===== src/rtl/mgmt_pkg.sv =====
package mgmt_pkg;

    // Bus phase of the sequencer; each non-idle phase lasts one divider period
    typedef enum logic [2:0] {
        PH_IDLE,
        PH_START,
        PH_LO,
        PH_HI,
        PH_STOP_LO,
        PH_STOP_HI,
        PH_STOP_REL
    } phase_e;

    // Byte position inside one frame
    typedef enum logic [2:0] {
        SEG_CTRL,
        SEG_ADR_LO,
        SEG_ADR_HI,
        SEG_DAT_LO,
        SEG_DAT_HI
    } seg_e;

    localparam int WORD_W   = 16;
    localparam int BYTE_W   = 8;
    localparam int SLOT_W   = 4;          // bit index 0..7 data, 8 = acknowledge
    localparam logic [2:0] CTRL_MID = 3'b100;

    typedef struct packed {
        logic              rd;
        logic [WORD_W-1:0] addr;
        logic [WORD_W-1:0] wdata;
    } req_s;

    // Byte the master shifts out in a given segment
    function automatic logic [BYTE_W-1:0] seg_byte(input seg_e s, input req_s r,
                                                   input logic [3:0] code);
        case (s)
            SEG_CTRL:   return {code, CTRL_MID, r.rd};
            SEG_ADR_LO: return r.addr[7:0];
            SEG_ADR_HI: return r.addr[15:8];
            SEG_DAT_LO: return r.wdata[7:0];
            default:    return r.wdata[15:8];
        endcase
    endfunction

    // True when the slave owns the data bits of this segment
    function automatic logic slave_sends(input seg_e s, input logic rd);
        return rd && (s == SEG_DAT_LO || s == SEG_DAT_HI);
    endfunction

endpackage


===== src/rtl/mgmt_bit_timer.sv =====
module mgmt_bit_timer #(
    parameter int DIV = 8
) (
    input  logic clk,
    input  logic rst,
    input  logic run,
    output logic tick
);
    localparam int CW = (DIV > 1) ? $clog2(DIV) : 1;
    localparam logic [CW-1:0] LAST = CW'(DIV - 1);

    logic [CW-1:0] cnt;

    always_ff @(posedge clk) begin
        if (rst || !run)
            cnt <= '0;
        else if (cnt == LAST)
            cnt <= '0;
        else
            cnt <= cnt + 1'b1;
    end

    assign tick = run && (cnt == LAST);

endmodule


===== src/rtl/mgmt_ack_poll.sv =====
module mgmt_ack_poll #(
    parameter int RETRY_MAX = 4
) (
    input  logic clk,
    input  logic rst,
    input  logic clr,
    input  logic miss,
    output logic final_try
);
    localparam int TW = $clog2(RETRY_MAX + 1);

    logic [TW-1:0] tries;

    always_ff @(posedge clk) begin
        if (rst || clr)
            tries <= '0;
        else if (miss && !final_try)
            tries <= tries + 1'b1;
    end

    assign final_try = (tries == TW'(RETRY_MAX - 1));

    // Retry counter never runs past the configured pulse budget
    assert_tries_bound_R5: assert property (@(posedge clk) disable iff (rst)
        tries < TW'(RETRY_MAX));

endmodule


===== src/rtl/mgmt_seq.sv =====
module mgmt_seq
    import mgmt_pkg::*;
#(
    parameter logic [3:0] CTRL_CODE = 4'b1010
) (
    input  logic              clk,
    input  logic              rst,
    input  logic              tick,
    input  logic              final_try,
    input  logic              req_valid,
    input  req_s              req_in,
    input  logic              sda_in,
    output logic              req_ready,
    output logic              run,
    output logic              ack_miss,
    output logic              ack_clr,
    output logic              scl,
    output logic              sda_oe,
    output logic              done,
    output logic              err,
    output logic [WORD_W-1:0] rd_data
);
    phase_e              phase;
    seg_e                seg;
    logic [SLOT_W-1:0]   bitn;
    req_s                req_q;
    logic [BYTE_W-1:0]   rx;
    logic [BYTE_W-1:0]   rd_lo;
    logic [BYTE_W-1:0]   cur_byte;
    logic                slave_tx;
    logic                pull;
    logic                slot_end;
    logic                retry;

    assign cur_byte  = seg_byte(seg, req_q, CTRL_CODE);
    assign slave_tx  = slave_sends(seg, req_q.rd);
    assign req_ready = (phase == PH_IDLE);
    assign run       = (phase != PH_IDLE);
    assign scl       = (phase == PH_IDLE) || (phase == PH_START) || (phase == PH_HI)
                    || (phase == PH_STOP_HI) || (phase == PH_STOP_REL);

    // End of a high phase in the acknowledge / master-bit slot
    assign slot_end  = (phase == PH_HI) && tick && bitn[3];
    assign ack_miss  = slot_end && !slave_tx && sda_in;
    assign retry     = ack_miss && !final_try;
    assign ack_clr   = (phase == PH_IDLE) || (slot_end && !retry);

    // Level the master wants on the data line for the current state
    always_comb begin
        pull = 1'b0;
        unique case (phase)
            PH_START, PH_STOP_LO, PH_STOP_HI: pull = 1'b1;
            PH_LO, PH_HI: begin
                if (!bitn[3])
                    pull = slave_tx ? 1'b0 : !cur_byte[~bitn[2:0]];
                else
                    pull = slave_tx && (seg == SEG_DAT_LO);
            end
            default: pull = 1'b0;
        endcase
    end

    always_ff @(posedge clk) begin
        if (rst) begin
            phase   <= PH_IDLE;
            seg     <= SEG_CTRL;
            bitn    <= '0;
            req_q   <= '0;
            rx      <= '0;
            rd_lo   <= '0;
            rd_data <= '0;
            err     <= 1'b0;
            done    <= 1'b0;
            sda_oe  <= 1'b0;
        end else begin
            done   <= 1'b0;
            // one-cycle lag keeps data edges clear of clock edges
            sda_oe <= pull;
            unique case (phase)
                PH_IDLE: begin
                    if (req_valid) begin
                        req_q <= req_in;
                        err   <= 1'b0;
                        seg   <= SEG_CTRL;
                        bitn  <= '0;
                        phase <= PH_START;
                    end
                end
                PH_START: if (tick) phase <= PH_LO;
                PH_LO:    if (tick) phase <= PH_HI;
                PH_HI: begin
                    if (tick) begin
                        if (!bitn[3]) begin
                            if (slave_tx) begin
                                rx <= {rx[6:0], sda_in};
                                if (bitn == 4'd7) begin
                                    if (seg == SEG_DAT_LO)
                                        rd_lo <= {rx[6:0], sda_in};
                                    else
                                        rd_data <= {rx[6:0], sda_in, rd_lo};
                                end
                            end
                            bitn  <= bitn + 4'd1;
                            phase <= PH_LO;
                        end else if (retry) begin
                            phase <= PH_LO;
                        end else begin
                            if (ack_miss)
                                err <= 1'b1;
                            bitn <= '0;
                            if (seg == SEG_DAT_HI)
                                phase <= PH_STOP_LO;
                            else begin
                                seg   <= seg_e'(seg + 3'd1);
                                phase <= PH_LO;
                            end
                        end
                    end
                end
                PH_STOP_LO: if (tick) phase <= PH_STOP_HI;
                PH_STOP_HI: if (tick) phase <= PH_STOP_REL;
                PH_STOP_REL: begin
                    if (tick) begin
                        phase <= PH_IDLE;
                        done  <= 1'b1;
                    end
                end
                default: phase <= PH_IDLE;
            endcase
        end
    end

    // Idle bus: clock high and data released
    assert_idle_bus_R1: assert property (@(posedge clk) disable iff (rst)
        req_ready |-> (scl && !sda_oe));

    // Data line does not move during a bit's high phase
    assert_sda_hold_R10: assert property (@(posedge clk) disable iff (rst)
        (phase == PH_HI && $past(phase) == PH_HI) |-> $stable(sda_oe));

    // Completion is a single pulse seen only on an idle block
    assert_done_idle_R8: assert property (@(posedge clk) disable iff (rst)
        done |-> req_ready);
    assert_done_pulse_R8: assert property (@(posedge clk) disable iff (rst)
        done |=> !done);

    // Error flag rises only after a sampled missing acknowledge
    assert_err_cause_R6: assert property (@(posedge clk) disable iff (rst)
        $rose(err) |-> $past(sda_in));

    // Latched request cannot change while a frame is running
    assert_busy_ignore_R11: assert property (@(posedge clk) disable iff (rst)
        !req_ready |=> $stable(req_q));

endmodule


===== src/rtl/mgmt_master.sv =====
module mgmt_master
    import mgmt_pkg::*;
#(
    parameter int         DIV       = 8,
    parameter int         RETRY_MAX = 4,
    parameter logic [3:0] CTRL_CODE = 4'b1010
) (
    input  logic        clk,
    input  logic        rst,
    input  logic        req_valid,
    output logic        req_ready,
    input  logic        req_read,
    input  logic [15:0] req_addr,
    input  logic [15:0] req_wdata,
    output logic        rsp_done,
    output logic [15:0] rsp_rdata,
    output logic        rsp_err,
    output logic        mgmt_scl,
    output logic        mgmt_sda_oe,
    input  logic        mgmt_sda_in
);
    req_s req_in;
    logic run;
    logic tick;
    logic ack_miss;
    logic ack_clr;
    logic final_try;

    always_comb begin
        req_in.rd    = req_read;
        req_in.addr  = req_addr;
        req_in.wdata = req_wdata;
    end

    mgmt_bit_timer #(.DIV(DIV)) u_timer (
        .clk  (clk),
        .rst  (rst),
        .run  (run),
        .tick (tick)
    );

    mgmt_ack_poll #(.RETRY_MAX(RETRY_MAX)) u_poll (
        .clk       (clk),
        .rst       (rst),
        .clr       (ack_clr),
        .miss      (ack_miss),
        .final_try (final_try)
    );

    mgmt_seq #(.CTRL_CODE(CTRL_CODE)) u_seq (
        .clk       (clk),
        .rst       (rst),
        .tick      (tick),
        .final_try (final_try),
        .req_valid (req_valid),
        .req_in    (req_in),
        .sda_in    (mgmt_sda_in),
        .req_ready (req_ready),
        .run       (run),
        .ack_miss  (ack_miss),
        .ack_clr   (ack_clr),
        .scl       (mgmt_scl),
        .sda_oe    (mgmt_sda_oe),
        .done      (rsp_done),
        .err       (rsp_err),
        .rd_data   (rsp_rdata)
    );

endmodule


===== config.mk =====
export PLATFORM = sky130hd
export DESIGN_NAME = mgmt_master
export DESIGN_NICKNAME = d
export VERILOG_FILES = /design/src/rtl/mgmt_pkg.sv /design/src/rtl/mgmt_bit_timer.sv /design/src/rtl/mgmt_ack_poll.sv /design/src/rtl/mgmt_seq.sv /design/src/rtl/mgmt_master.sv
export SDC_FILE = /design/constraint.sdc
export NUM_CORES = 1
export LEC_CHECK = 0
export BUFFER_PORTS_ARGS = -buffer_cell sky130_fd_sc_hd__buf_2
export CAP_MARGIN = 20
export CORE_MARGIN = 8
export CORE_UTILIZATION = 46
export DETAILED_ROUTE_END_ITERATION = 12
export PLACE_DENSITY = 0.67
export SYNTH_ARGS = -nofsm -noshare
export SYNTH_HDL_FRONTEND = slang
export SYNTH_HIERARCHICAL = 1
export SYNTH_SLANG_ARGS = --single-unit

===== constraint.sdc =====
create_clock -name clk -period 3.8 [get_ports clk]
set_clock_uncertainty 0.05 [all_clocks]
set_input_delay 0 -clock clk [delete_from_list [all_inputs] [get_ports clk]]
set_output_delay 0 -clock clk [all_outputs]
set_load 0.02 [all_outputs]

# Yosys cells after proc, flatten, opt, wreduce, memory -nomap -nowiden
# Cells that the tools add are included.
[totals] elab_cells=123 inputBits=37 regBits=83 output_inout_bits=21
[op_classes] eq_ne=25 addsub=4 n_reduce_logical=39 n_mux=35 n_bitwise=4 n_lt_le_gt_ge=1
[ops] cell="3-bit two-way mux" n=15
[ops] cell="8-bit one-hot mux with 4 select lines" n=1
[ops] cell="6-bit AND reduction" n=4
[ops] cell="3-bit one-hot mux with 7 select lines" n=1
[ops] cell="4-bit two-way mux" n=4
[ops] cell="2-bit by 1-bit != test with 1-bit output (second input constant)" n=8
[ops] cell="3-bit by 2-bit == test with 1-bit output (second input constant)" n=5
[ops] cell="3-bit == test (second input constant)" n=5
[ops] cell="3-bit by 1-bit adder with 3-bit output (second input constant)" n=3
[ops] cell="1-bit logical AND" n=9
[ops] cell="1-bit two-way mux" n=9
[ops] cell="1-bit logical OR" n=8
[ops] cell="4-bit one-hot mux with 2 select lines" n=1
[ops] cell="4-bit AND reduction" n=2
[ops] cell="7-bit AND reduction" n=1
[ops] cell="3-bit by 1-bit == test with 1-bit output (second input constant)" n=2
[ops] cell="3-bit logical NOT" n=2
[ops] cell="2-bit != test (second input constant)" n=3
[ops] cell="3-bit one-hot mux with 2 select lines" n=1
[ops] cell="2-bit OR reduction" n=3
[ops] cell="1-bit logical NOT" n=5
[ops] cell="4-bit by 1-bit adder with 4-bit output (second input constant)" n=1
[ops] cell="4-bit by 3-bit == test with 1-bit output (second input constant)" n=1
[ops] cell="3-bit by 4-bit less-than comparator with 1-bit output (second input constant)" n=1
[ops] cell="other kinds (10)" n=13

# Depth between registers and ports, before layout
# Gate-level depths: netlist of the first run.
[logic_depth] word_depth=11 mapped_depth=11 depth_no_buf=9

# Modules after synthesis
# Netlist of the first run, hierarchy kept.
[by_module_without_submodules] mod="mgmt_seq" area_each_um2=3603.5 cells_per_inst=430 instances=1 seq_area_each_um2=1541.5
[by_module_without_submodules] mod="mgmt_ack_poll" area_each_um2=152.6 cells_per_inst=13 instances=1 seq_area_each_um2=60.1
[by_module_without_submodules] mod="mgmt_bit_timer" area_each_um2=131.4 cells_per_inst=9 instances=1 seq_area_each_um2=60.1

# Least setup slack after synthesis of the first run
# No wires, ideal clock.
[synth_timing] kind="register to register" startpoint="register u_seq.phase[0]" endpoint="register u_seq.rd_data[10]" path_buffers=3 setup_time_ns=0.142 arrival_ns=2.119 setup_slack_ns=1.489 period_less_slack_ns=2.311 stages_incl_launch_ff=11 required_ns=3.608 path_cell_list="dfxtp_1 -> buf_2 -> or3_1 -> and2_1 -> nand4b_2 -> nor4_2 -> buf_4 -> nand4_1 -> buf_2 -> nand2_1 -> a21oi_2"
[synth_via] elab_chain_len=3 word_cells_on_any_way=4 cone_classes="1 x eq/ne; 3 x reduce/logical"
[synth_rtl] element="start: declaration" line_no="mgmt_seq.sv:23" source="phase_e phase;"
[synth_rtl] element="start signal: assignment" line_no="mgmt_seq.sv:65" source="phase <= PH_IDLE;"
[synth_rtl] element="start signal: assignment" line_no="mgmt_seq.sv:86" source="phase <= PH_START;"
[synth_rtl] element="start signal: assignment" line_no="mgmt_seq.sv:89" source="PH_START: if (tick) phase <= PH_LO;"
[synth_rtl] element="3-bit nonzero test" line_no="mgmt_seq.sv:38" source="assign run = (phase != PH_IDLE);"
[synth_rtl] element="named net run" line_no="mgmt_master.sv:23" source="logic run;"
[synth_rtl] element="1-bit logical AND" line_no="mgmt_bit_timer.sv:23" source="assign tick = run && (cnt == LAST);"
[synth_rtl] element="named net tick" line_no="mgmt_master.sv:24" source="logic tick;"
[synth_rtl] element="6-bit AND reduction (no line)"
[synth_rtl] element="end signal: assignment" line_no="mgmt_seq.sv:100" source="rd_data <= {rx[6:0], sda_in, rd_lo};"
[synth_rtl] element="end: declaration" line_no="mgmt_seq.sv:21" source="output logic [WORD_W-1:0] rd_data"
# The timed path passes the listed nets, and every way through them passes these cells.
# A chain may end at the register's enable or synchronous reset.

# Worst setup path in the final report of the first run
[layout_timing] startpoint="register u_seq.phase[1]" endpoint="register u_seq.rd_data[15]"
# Same word-level chain as after synthesis.

==> impl_metrics.csv, run 1 <==
group,metric,value,unit
status,status,"complete, no violations",
floorplanning,die-area,0.0116,mm²
hold_path,holdPathEnd,"u_seq/sda_oe",
power,power_frac_clock,38.5,%
worst_setup_path,critPathMaxStageDelay,720,ps
yosys,post-synth-top-count-cell,"nand2_1",
timing,hold_viol_final,0,
grt,grt_pass1_vias,3208,
yosys,synthFlopType,"dfxtp_1",
timing,drv_slew,0,
finish,drive_gt1_share,21.6,%
timing,min_period,3040,ps
worst_setup_path,critPathBufInv,1,
clock_network,cts_made_buffers,9,
worst_setup_path,criticalPathCategory,"reg -> reg",
detailed_routing,drt_wl_total,9200,µm
hold_path,hold_depth,6,
timing,fmax,329,MHz
worst_setup_path,cp_max_fo,16,
hold_path,hp-start,"rst",
detailed_routing,vias,3342,
yosys,synth_cell_types,62,
worst_setup_path,r2r_cells,8,
detailed_routing,drtIter0Drc,163,
finish,fill_cells,782,
finish,fin_nets,575,
power,p_sw_share,25.3,%
yosys,synth_top_cell_by_area,"dfxtp_1",
clock_network,cts_tree,"built",
timing,setup_viol,0,
yosys,syn_inst,452,
worst_setup_path,critical_path.cell_chain,"or3_1 -> and2_1 -> nand4b_2 -> nor4_2 -> buf_4 -> and4_1 -> nand2_1 -> a21oi_1",
yosys,synth_area,0.00389,mm²
yosys,synth_nets,500,
clock_network,clock_latency,360,ps
yosys,synth_seq_cells,83,
clock_network,clk_pin_slew,90,ps
hold_path,hold_class,"in -> reg",
finish,synthToLayoutAreaGrowth,21.1,%
floorplanning,pin_count,58,
timing,setup_ws,759,ps
job,maxCapViolCount,0,
floorplanning,fp.dieH,108,µm
yosys,synthArstFlopShare,0,%
worst_setup_path,endpoint_kind,"flip-flop",
yosys,avgSynthCellArea,8.60,µm²
power,combPwrFrac,7.7,%
grt,grt_overflow,0,
worst_setup_path,r2r_end,"u_seq/rd_data[15]",
worst_setup_path,cpLargestDelayFamily,"simple AND/OR/NAND/NOR gates",
timing,relSlewSlack,40.4,%
clock_network,h-tree-depth,3,
floorplanning,die_x,108,µm
detailed_routing,routed_via_density,5.25,
power,powerDensity,359,mW/mm²
clock_network,ctsHoldBuffers,35,
placement,post-place-ws,834,ps
placement,gp_congestion,0.862,
detailed_routing,dr.pass1.iters,5,
clock_network,cts_setup_buffers,0,
worst_setup_path,r2r_slack,760,ps
yosys,synth_warnings,6,
clock_network,cts.path.max_buffers,2,
timing,period_share,80.0,%
worst_setup_path,critical_path_arrival,3270,ps
power,p_int,1.26,mW
timing,worstMarginPinSlew,895,ps
power,power.leakage,1.88,nW
finish,fin_area,0.00471,mm²
detailed_routing,drc_errors,0,
clock_network,cts_num_sinks,83,
power,switchingPower,0.427,mW
yosys,ys_seq_area_share,42.7,%
worst_setup_path,slowest_stage,"and4_1",
power,fin_total_pwr,1.69,mW
detailed_routing,ant_nets,0,
yosys,synth-edff-count,0,
placement,hpwl,6160,µm
grt,grt_usage,16.4,%
clock_network,post_cts_resized,0,
detailed_routing,route.detailed.wl_per_inst,14.4,µm
worst_setup_path,r2r-start,"u_seq/phase[1]",
grt,grt_pass1_wl,15700,µm
yosys,netlist.area_leader.share,42.7,%
floorplanning,initial_core_util,47.3,%
placement,buffer_ports.inserted,57,
placement,dpl_cell_area,0.00416,mm²
floorplanning,std_cell_rows,33,
worst_setup_path,required,4030,ps
timing,tns,0,ps
power,ir_drop,0.219,mV
yosys,synthTopCellsByCount,"102 x nand2_1, 83 x dfxtp_1, 45 x a21oi_1, 26 x nor2_1, 19 x mux2i_1",
clock_network,root_buffer,"clkbuf_8",
grt,antenna_found_initial,0,
yosys,yosys-top-cells-area,"dfxtp_1 43%, nand2_1 9.8%, a21oi_1 5.8%",
finish,n_antenna_cell,0,
grt,grt_max_degree,83,
power,pwr-share-seq,53.8,%
floorplanning,core_region_area,0.00822,mm²
timing,rsz0062_at_grt,"no",
worst_setup_path,cp-start-kind,"flip-flop",
[worst max path at each step]
stage	slack, ps	from	endpoint	depth (start not counted)
floorplan	1490	u_seq/phase[0]	u_seq/rd_data[10]	10
global placement	940	u_seq/phase[1]	u_seq/rd_data[5]	8
detailed placement	830	u_seq/phase[1]	u_seq/rd_data[9]	8
CTS	800	u_seq/phase[1]	u_seq/rd_data[15]	8
global route	470	u_seq/phase[1]	u_seq/rd_data[12]	8
finish	760	u_seq/phase[1]	u_seq/rd_data[15]	8
[state kept, by name, summed over array words and instances, names as in the netlist]
name / flops
u_seq/req_q: 33
u_seq/rd_data: 16
u_seq/rd_lo: 8
u_seq/rx: 7
u_seq/bitn: 4
u_poll/tries: 3
u_seq/phase: 3
u_seq/seg: 3
u_timer/cnt: 3
u_seq/done: 1
u_seq/err: 1
u_seq/sda_oe: 1
[power by group through the flow]
stage	clock network (mW)	logic [mW]	registers [mW]
after floorplan	0	0.0692	0.923
after global placement	0	0.101	0.929
after detailed placement	0	0.103	0.930
after CTS	0.663	0.130	0.910
after global routing	0.702	0.146	0.913
final	0.650	0.130	0.910
[per-layer routing]
layer / GRT usage (%) / vias to the layer above / routed length [µm]
met5: 0 / - / 0
met4: 6.24 / 0 / 136
met3: 3.57 / 10 / 442
met2: 25.3 / 60 / 4220
met1: 22.0 / 1554 / 4400
li1: - / 1718 / -
[final cells by class]
type	count	area, µm²	area share (%)
well taps	105	131	2.79
inverters	14	52.6	1.12
clock inverters	7	75.1	1.59
flip-flops and latches	83	1660	35.3
repair buffers	96	666	14.1
clock buffers	9	124	2.63
multi-input cells	323	2000	42.4
[worst reg2reg max path, delay by kind of cell, from the launching register on]
kind	cells	cell delay (ps)
DFF	1	590
and+or+nand+nor	6	1880
buffers and inverters	1	250
AOI/OAI and AO/OA	1	170
[cells by family after synthesis]
family	Yosys count	synth area share, %
and+or+nand+nor	184	22.9
AOI/OAI and AO/OA	104	18.8
DFF	83	42.7
buffers and inverters	46	5.86
muxes	21	5.47
adders and majority gates	11	3.54
xor gates and xnor gates	3	0.676
[cells in the final DEF (no fill, tap or decap), drive strengths merged, types with 2 or more instances in the layout]
cell and instances:
a2111oi 4, a211o 5, a211oi 4, a21oi 56, a221o 4, a222oi 2
a22oi 2, a41oi 2, and2 6, and3 2, and4 2, and4bb 2
buf 61, clkbuf 9, clkinv 5, dfxtp 83, dlygate4sd3 35, ha 11
inv 15, mux2 2, mux2i 19, nand2 113, nand4 4, nor2 27
nor2b 5, nor3 7, nor3b 2, o2111ai 3, o211ai 7, o21ai 9
or3 3, or4 2, xnor2 2
[through the flow]
step / instances / hold slack [ps] / util (%)
after floorplan: 452 / 24.2 / -
final: 637 / 254 / 57.3
after detailed placement: 586 / 195 / 50.6
after CTS: 637 / 242 / 57.3
after global routing: 637 / 263 / 57.3
after global placement: 586 / 190 / 50.6
No activity file was read; power rests on OpenSTA's default activity.
==> run 2, diff against run 1 <==
--- a/config.mk
+++ b/config.mk
@@ -10,7 +10,7 @@
 export CORE_MARGIN = 8
 export CORE_UTILIZATION = 46
 export DETAILED_ROUTE_END_ITERATION = 12
-export PLACE_DENSITY = 0.67
+export PLACE_DENSITY = 0.69
 export SYNTH_ARGS = -nofsm -noshare
 export SYNTH_HDL_FRONTEND = slang
 export SYNTH_HIERARCHICAL = 1
==> constraint.sdc (replaced) <==
create_clock -name clk -period 2.5 [get_ports clk]
set_clock_uncertainty 0.05 [all_clocks]
set_input_delay 0 -clock clk [delete_from_list [all_inputs] [get_ports clk]]
set_output_delay 0 -clock clk [all_outputs]
set_load 0.02 [all_outputs]
==> run 2 against run 1 <==
Net effect:
- clock power rose by 36%
- worst setup slack got worse by 580 ps
- critical path depth fell by 1
- routed wire length fell by 1.1%
- clock-buffer cell count rose by 2
- utilization rose by 1.2 points
- hold slack got worse by 170 ps
- flip-flop and latch count did not move
- sequential share of layout area fell by 0.71 points
- design area rose by 2.0%
- global-route usage fell by 0.28 points
- non-clock buffer count rose by 9
- critical path type unchanged
==> impl_metrics.csv, run 2 (synthesis results as in run 1) <==
group,metric,value,unit
grt,grt_pass1_wl,15400,µm
finish,largest_registers,"u_seq/req_q x33, u_seq/rd_data x16, u_seq/rd_lo x8",
placement,gp_congestion,0.944,
finish,top_register,"u_seq/req_q",
timing,holdWs,80.8,ps
worst_setup_path,cpLargestDelayFamily,"compound AO/OA/AOI/OAI gates",
finish,fill_cells,738,
status,status,"complete, no violations",
worst_setup_path,r2r_cells,7,
detailed_routing,vias,3435,
floorplanning,std_cell_rows,33,
finish,n_antenna_cell,0,
finish,synthToLayoutAreaGrowth,23.6,%
hold_path,hold_depth,4,
timing,worstMarginPinSlew,606,ps
finish,final_common_cell,"nand2_1",
finish,fin_nets,584,
hold_path,holdPathEnd,"u_seq/phase[0]",
clock_network,root_buffer,"clkbuf_8",
floorplanning,fp.dieH,108,µm
hold_path,hp-start,"req_valid",
finish,drive_gt1_share,23.3,%
timing,tns,0,ps
power,ir_drop,0.370,mV
grt,grt_overflow,0,
clock_network,h-tree-depth,3,
grt,grt_usage,16.2,%
timing,setup_viol,0,
clock_network,clk_pin_slew,80,ps
clock_network,cts.path.max_buffers,2,
clock_network,cts_num_sinks,83,
clock_network,cts_made_buffers,9,
worst_setup_path,r2r-start,"u_seq/seg[0]",
power,powerDensity,514,mW/mm²
detailed_routing,route.detailed.wl_per_inst,14.1,µm
power,power.leakage,1.92,nW
finish,most-common-layout-cells,"102 x nand2_1, 83 x dfxtp_1, 57 x buf_2, 45 x a21oi_1, 34 x dlygate4sd3_1",
finish,stdcell_count,646,
clock_network,cts_setup_buffers,0,
grt,antenna_found_initial,0,
worst_setup_path,critical_path.cell_chain,"inv_1 -> ha_1 -> or3_4 -> a21oi_4 -> o211ai_1 -> a2111oi_2 -> nor3_1",
detailed_routing,drc_errors,0,
placement,placed_cells,596,
worst_setup_path,r2r_slack,180,ps
timing,hold_viol_final,0,
detailed_routing,routed_via_density,5.32,
grt,grt_max_degree,44,
floorplanning,initial_core_util,47.3,%
worst_setup_path,critPathMaxStageDelay,490,ps
worst_setup_path,r2r_end,"u_seq/sda_oe",
detailed_routing,drt_wl_total,9100,µm
floorplanning,die-area,0.0116,mm²
placement,hpwl,6180,µm
detailed_routing,dr.pass1.iters,4,
hold_path,hold_class,"in -> reg",
job,maxCapViolCount,0,
timing,min_period,2320,ps
detailed_routing,drtIter0Drc,160,
worst_setup_path,critical_path_arrival,2500,ps
timing,drv_slew,0,
floorplanning,die_x,108,µm
timing,fmax,431,MHz
floorplanning,core_region_area,0.00822,mm²
detailed_routing,ant_nets,0,
worst_setup_path,slowest_stage,"or3_4",
worst_setup_path,cp_max_fo,10,
timing,period_share,92.8,%
worst_setup_path,critPathBufInv,1,
finish,largest_register_ffs,33,
worst_setup_path,criticalPathCategory,"reg -> reg",
worst_setup_path,endpoint_kind,"flip-flop",
clock_network,cts_tree,"built",
worst_setup_path,cp-start-kind,"flip-flop",
floorplanning,pin_count,58,
timing,rsz0062_at_grt,"no",
timing,relSlewSlack,59.3,%
worst_setup_path,required,2680,ps
clock_network,clock_latency,350,ps
placement,buffer_ports.inserted,57,
grt,grt_pass1_vias,3279,
run 2: cell count changes in the layout (fill, tap and decap cells not counted), sizes merged:
cell         change
dlygate4sd3      -1
clkinvlp         +2
bufinv           -1
clkbuf           +2
buf             +10
clkinv           -2
inv              -1
run 2: what timing repair did:
item / CTS / global route
gates resized for setup: 0 / 4
hold buffers: 34 / 0
endpoints found under the hold margin: 36 / 0
setup endpoints to repair: 0 / 9
run 2: final cells by class:
| type | instances | area [µm²] | area share, % |
|---|---|---|---|
| Tap cell | 105 | 131 | 2.73 |
| Timing Repair Buffer | 105 | 756 | 15.7 |
| Clock buffer | 11 | 141 | 2.94 |
| Sequential cell | 83 | 1660 | 34.6 |
| Inverter | 14 | 52.6 | 1.09 |
| Multi-Input combinational cell | 323 | 2020 | 42.1 |
| Clock inverter | 5 | 37.5 | 0.781 |
run 2: worst max-delay path by stage:
stage	from	endpoint	slack, ps	depth (start not counted)
2_1_floorplan	u_seq/phase[0]	u_seq/rd_data[10]	190	10
3_5_place_dp	u_seq/seg[0]	u_seq/sda_oe	140	7
5_1_grt	u_seq/seg[0]	u_seq/sda_oe	30	7
4_1_cts	u_seq/seg[0]	u_seq/sda_oe	120	7
6_report	u_seq/seg[0]	u_seq/sda_oe	180	7
3_3_place_gp	u_seq/seg[0]	u_seq/sda_oe	220	7
run 2: layer usage:
metal | share of wire [%] | global-route usage, %
met1 | 47 | 21.2
met5 | 0 | 0
met2 | 47 | 25.7
met3 | 5.1 | 3.33
met4 | 1.1 | 5.95
run 2: power breakdown:
part	total [mW]	internal, mW	leakage [nW]	switching [mW]
registers	1.38	1.36	0.674	0.0233
clock network	0.882	0.392	0.0859	0.490
logic	0.207	0.0986	1.16	0.108
run 2: per-stage QoR:
stage	setup WS (ps)	cell area, µm²	power, mW	utilization (%)
floorplan	189	3890	1.51	-
global placement	216	4260	1.57	51.8
detailed placement	138	4260	1.58	51.8
CTS	118	4780	2.49	58.2
global route	26.4	4800	2.57	58.5
finish	180	4800	2.47	58.5
run 2: worst register-to-register path: stages, from the launching register on:
cell and delay, ps:
dfxtp_1 380, inv_1 100, ha_1 340, or3_4 490, a21oi_4 230, o211ai_1 150, a2111oi_2 390, nor3_1 90
==> run 3, diff against run 2 <==
--- a/config.mk
+++ b/config.mk
@@ -6,8 +6,7 @@
 export NUM_CORES = 1
 export LEC_CHECK = 0
 export BUFFER_PORTS_ARGS = -buffer_cell sky130_fd_sc_hd__buf_2
-export CAP_MARGIN = 20
-export CORE_MARGIN = 8
+export CAP_MARGIN = 25
 export CORE_UTILIZATION = 46
 export DETAILED_ROUTE_END_ITERATION = 12
 export PLACE_DENSITY = 0.69
==> run 3 against run 2 <==
Net effect:
- critical path depth rose by 2
- via count fell by 2.1%
- total power rose by 0.70%
- first-iteration DRC count rose by 12%
- flip-flop and latch count did not move
- die area fell by 24%
- worst setup slack got worse by 42 ps
- clock-buffer cell count fell by 1
- utilization fell by 0.11 points
- clock power rose by 2%
- fmax fell by 1.8%
- cell count fell by 0.15%
- critical path type unchanged
==> impl_metrics.csv, run 3 (synthesis results as in run 1) <==
group,metric,value,unit
detailed_routing,route.detailed.wl_per_inst,13.7,µm
grt,grt_util_met1,27.5,%
detailed_routing,dr.pass1.iters,4,
hold_path,holdPathEnd,"u_seq/req_q[29]",
finish,largest_register_ffs,33,
placement,post-place-ws,111,ps
timing,setup_viol,0,
timing,hold_viol_final,0,
job,maxCapViolCount,0,
floorplanning,pin_count,58,
worst_setup_path,cp-start-kind,"flip-flop",
timing,rsz0062_at_grt,"no",
timing,min_period,2360,ps
power,fin_total_pwr,2.49,mW
floorplanning,core_region_area,0.00822,mm²
placement,hpwl,5750,µm
clock_network,cts.path.max_buffers,2,
clock_network,cts_num_sinks,83,
finish,n_antenna_cell,0,
worst_setup_path,criticalPathCategory,"reg -> reg",
worst_setup_path,cp_max_fo,7,
grt,met3_usage,4.77,%
worst_setup_path,r2r_end,"u_seq/bitn[2]",
hold_path,hold_depth,4,
floorplanning,fp.dieH,93.9,µm
finish,fin_nets,583,
timing,fmax,423,MHz
clock_network,cts_made_buffers,9,
timing,worstMarginPinSlew,866,ps
worst_setup_path,required,2700,ps
detailed_routing,vias,3363,
floorplanning,std_cell_rows,33,
worst_setup_path,r2r_slack,140,ps
timing,drv_slew,0,
hold_path,hp-start,"req_valid",
finish,top_register,"u_seq/req_q",
power,powerDensity,518,mW/mm²
placement,gp_congestion,0.873,
detailed_routing,drtIter0Drc,179,
worst_setup_path,critical_path_arrival,2560,ps
clock_network,h-tree-depth,3,
timing,tns,0,ps
timing,period_share,94.5,%
status,status,"complete, no violations",
timing,setup_ws,138,ps
grt,grt_max_degree,82,
worst_setup_path,r2r_cells,9,
grt,grt_overflow,0,
finish,drive_gt1_share,23.7,%
clock_network,clock_latency,350,ps
grt,grt_pass1_vias,3231,
clock_network,clk_pin_slew,80,ps
grt,met2_usage,33.6,%
finish,fill_cells,765,
grt,antenna_found_initial,0,
power,ir_drop,0.346,mV
grt,top_usage_layer,"met2",
placement,buffer_ports.inserted,57,
detailed_routing,drt_wl_total,8840,µm
worst_setup_path,r2r-start,"u_timer/cnt[0]",
detailed_routing,routed_via_density,5.21,
detailed_routing,drc_errors,0,
clock_network,root_buffer,"clkbuf_8",
timing,holdWs,72.0,ps
finish,most-common-layout-cells,"102 x nand2_1, 83 x dfxtp_1, 57 x buf_2, 45 x a21oi_1, 34 x dlygate4sd3_1",
floorplanning,die_x,93.9,µm
timing,relSlewSlack,42.2,%
power,power.leakage,1.91,nW
clock_network,cts_tree,"built",
finish,largest_registers,"u_seq/req_q x33, u_seq/rd_data x16, u_seq/rd_lo x8",
clock_network,cts_setup_buffers,0,
finish,synthToLayoutAreaGrowth,23.4,%
grt,grt_usage,21.1,%
worst_setup_path,endpoint_kind,"flip-flop",
floorplanning,initial_core_util,47.3,%
grt,grt_pass1_wl,14600,µm
finish,final_common_cell,"nand2_1",
floorplanning,die-area,0.00882,mm²
hold_path,hold_class,"in -> reg",
detailed_routing,ant_nets,0,
run 3: cell count changes in the layout (fill, tap and decap cells not counted), sizes merged:
cell / change
inv: +2
buf: -1
clkbuf: -1
clkinv: -1
run 3: worst max path at each step:
stage	startpoint	end	slack (ps)
floorplan	u_seq/phase[0]	u_seq/rd_data[10]	190
global placement	u_seq/seg[0]	u_seq/sda_oe	150
detailed placement	u_seq/seg[0]	u_seq/sda_oe	110
CTS	u_seq/seg[0]	u_seq/sda_oe	90
global route	u_timer/cnt[0]	u_poll/tries[2]	10
finish	u_timer/cnt[0]	u_seq/bitn[2]	140
run 3: layout make-up:
cell class / instances / area, µm² / share of cell area [%]
Multi-Input combinational cell: 323 / 2030 / 42.3
Sequential cell: 83 / 1660 / 34.6
Timing Repair Buffer: 104 / 736 / 15.3
Clock buffer: 10 / 138 / 2.87
Tap cell: 105 / 131 / 2.74
Inverter: 14 / 52.6 / 1.10
Clock inverter: 6 / 46.3 / 0.965
run 3: critical path, stage by stage (launching register included):
cell and delay (ps):
dfxtp_1 360, ha_1 180, ha_2 220, and2_1 170, buf_4 160, and4b_2 280
o2111ai_2 160, o211ai_1 250, xor2_1 110, a2111oi_2 330
run 3: stage by stage:
stage          cells  utilization (%)  area, µm²
5_1_grt          645             58.4       4800
6_report         645             58.4       4800
2_1_floorplan    452                -       3890
3_3_place_gp     595             51.6       4240
3_5_place_dp     595             51.6       4240
4_1_cts          645             58.0       4760
run 3: layer usage:
layer	up-vias	wire length, µm
li1	1726	-
met1	1553	4200
met2	70	4130
met3	14	354
met4	0	153
met5	-	0
run 3: repair_timing:
action                                 CTS  global route
endpoints found under the hold margin   36             0
resized for setup                        0             6
hold buffers                            34             0
setup endpoints to repair                0            11
run 3: power by group:
part           leakage [nW]  switching [mW]  internal [mW]  total, mW
clock                0.0897           0.502          0.397      0.899
sequential            0.674          0.0234           1.36       1.38
combinational          1.15           0.110         0.0962      0.207
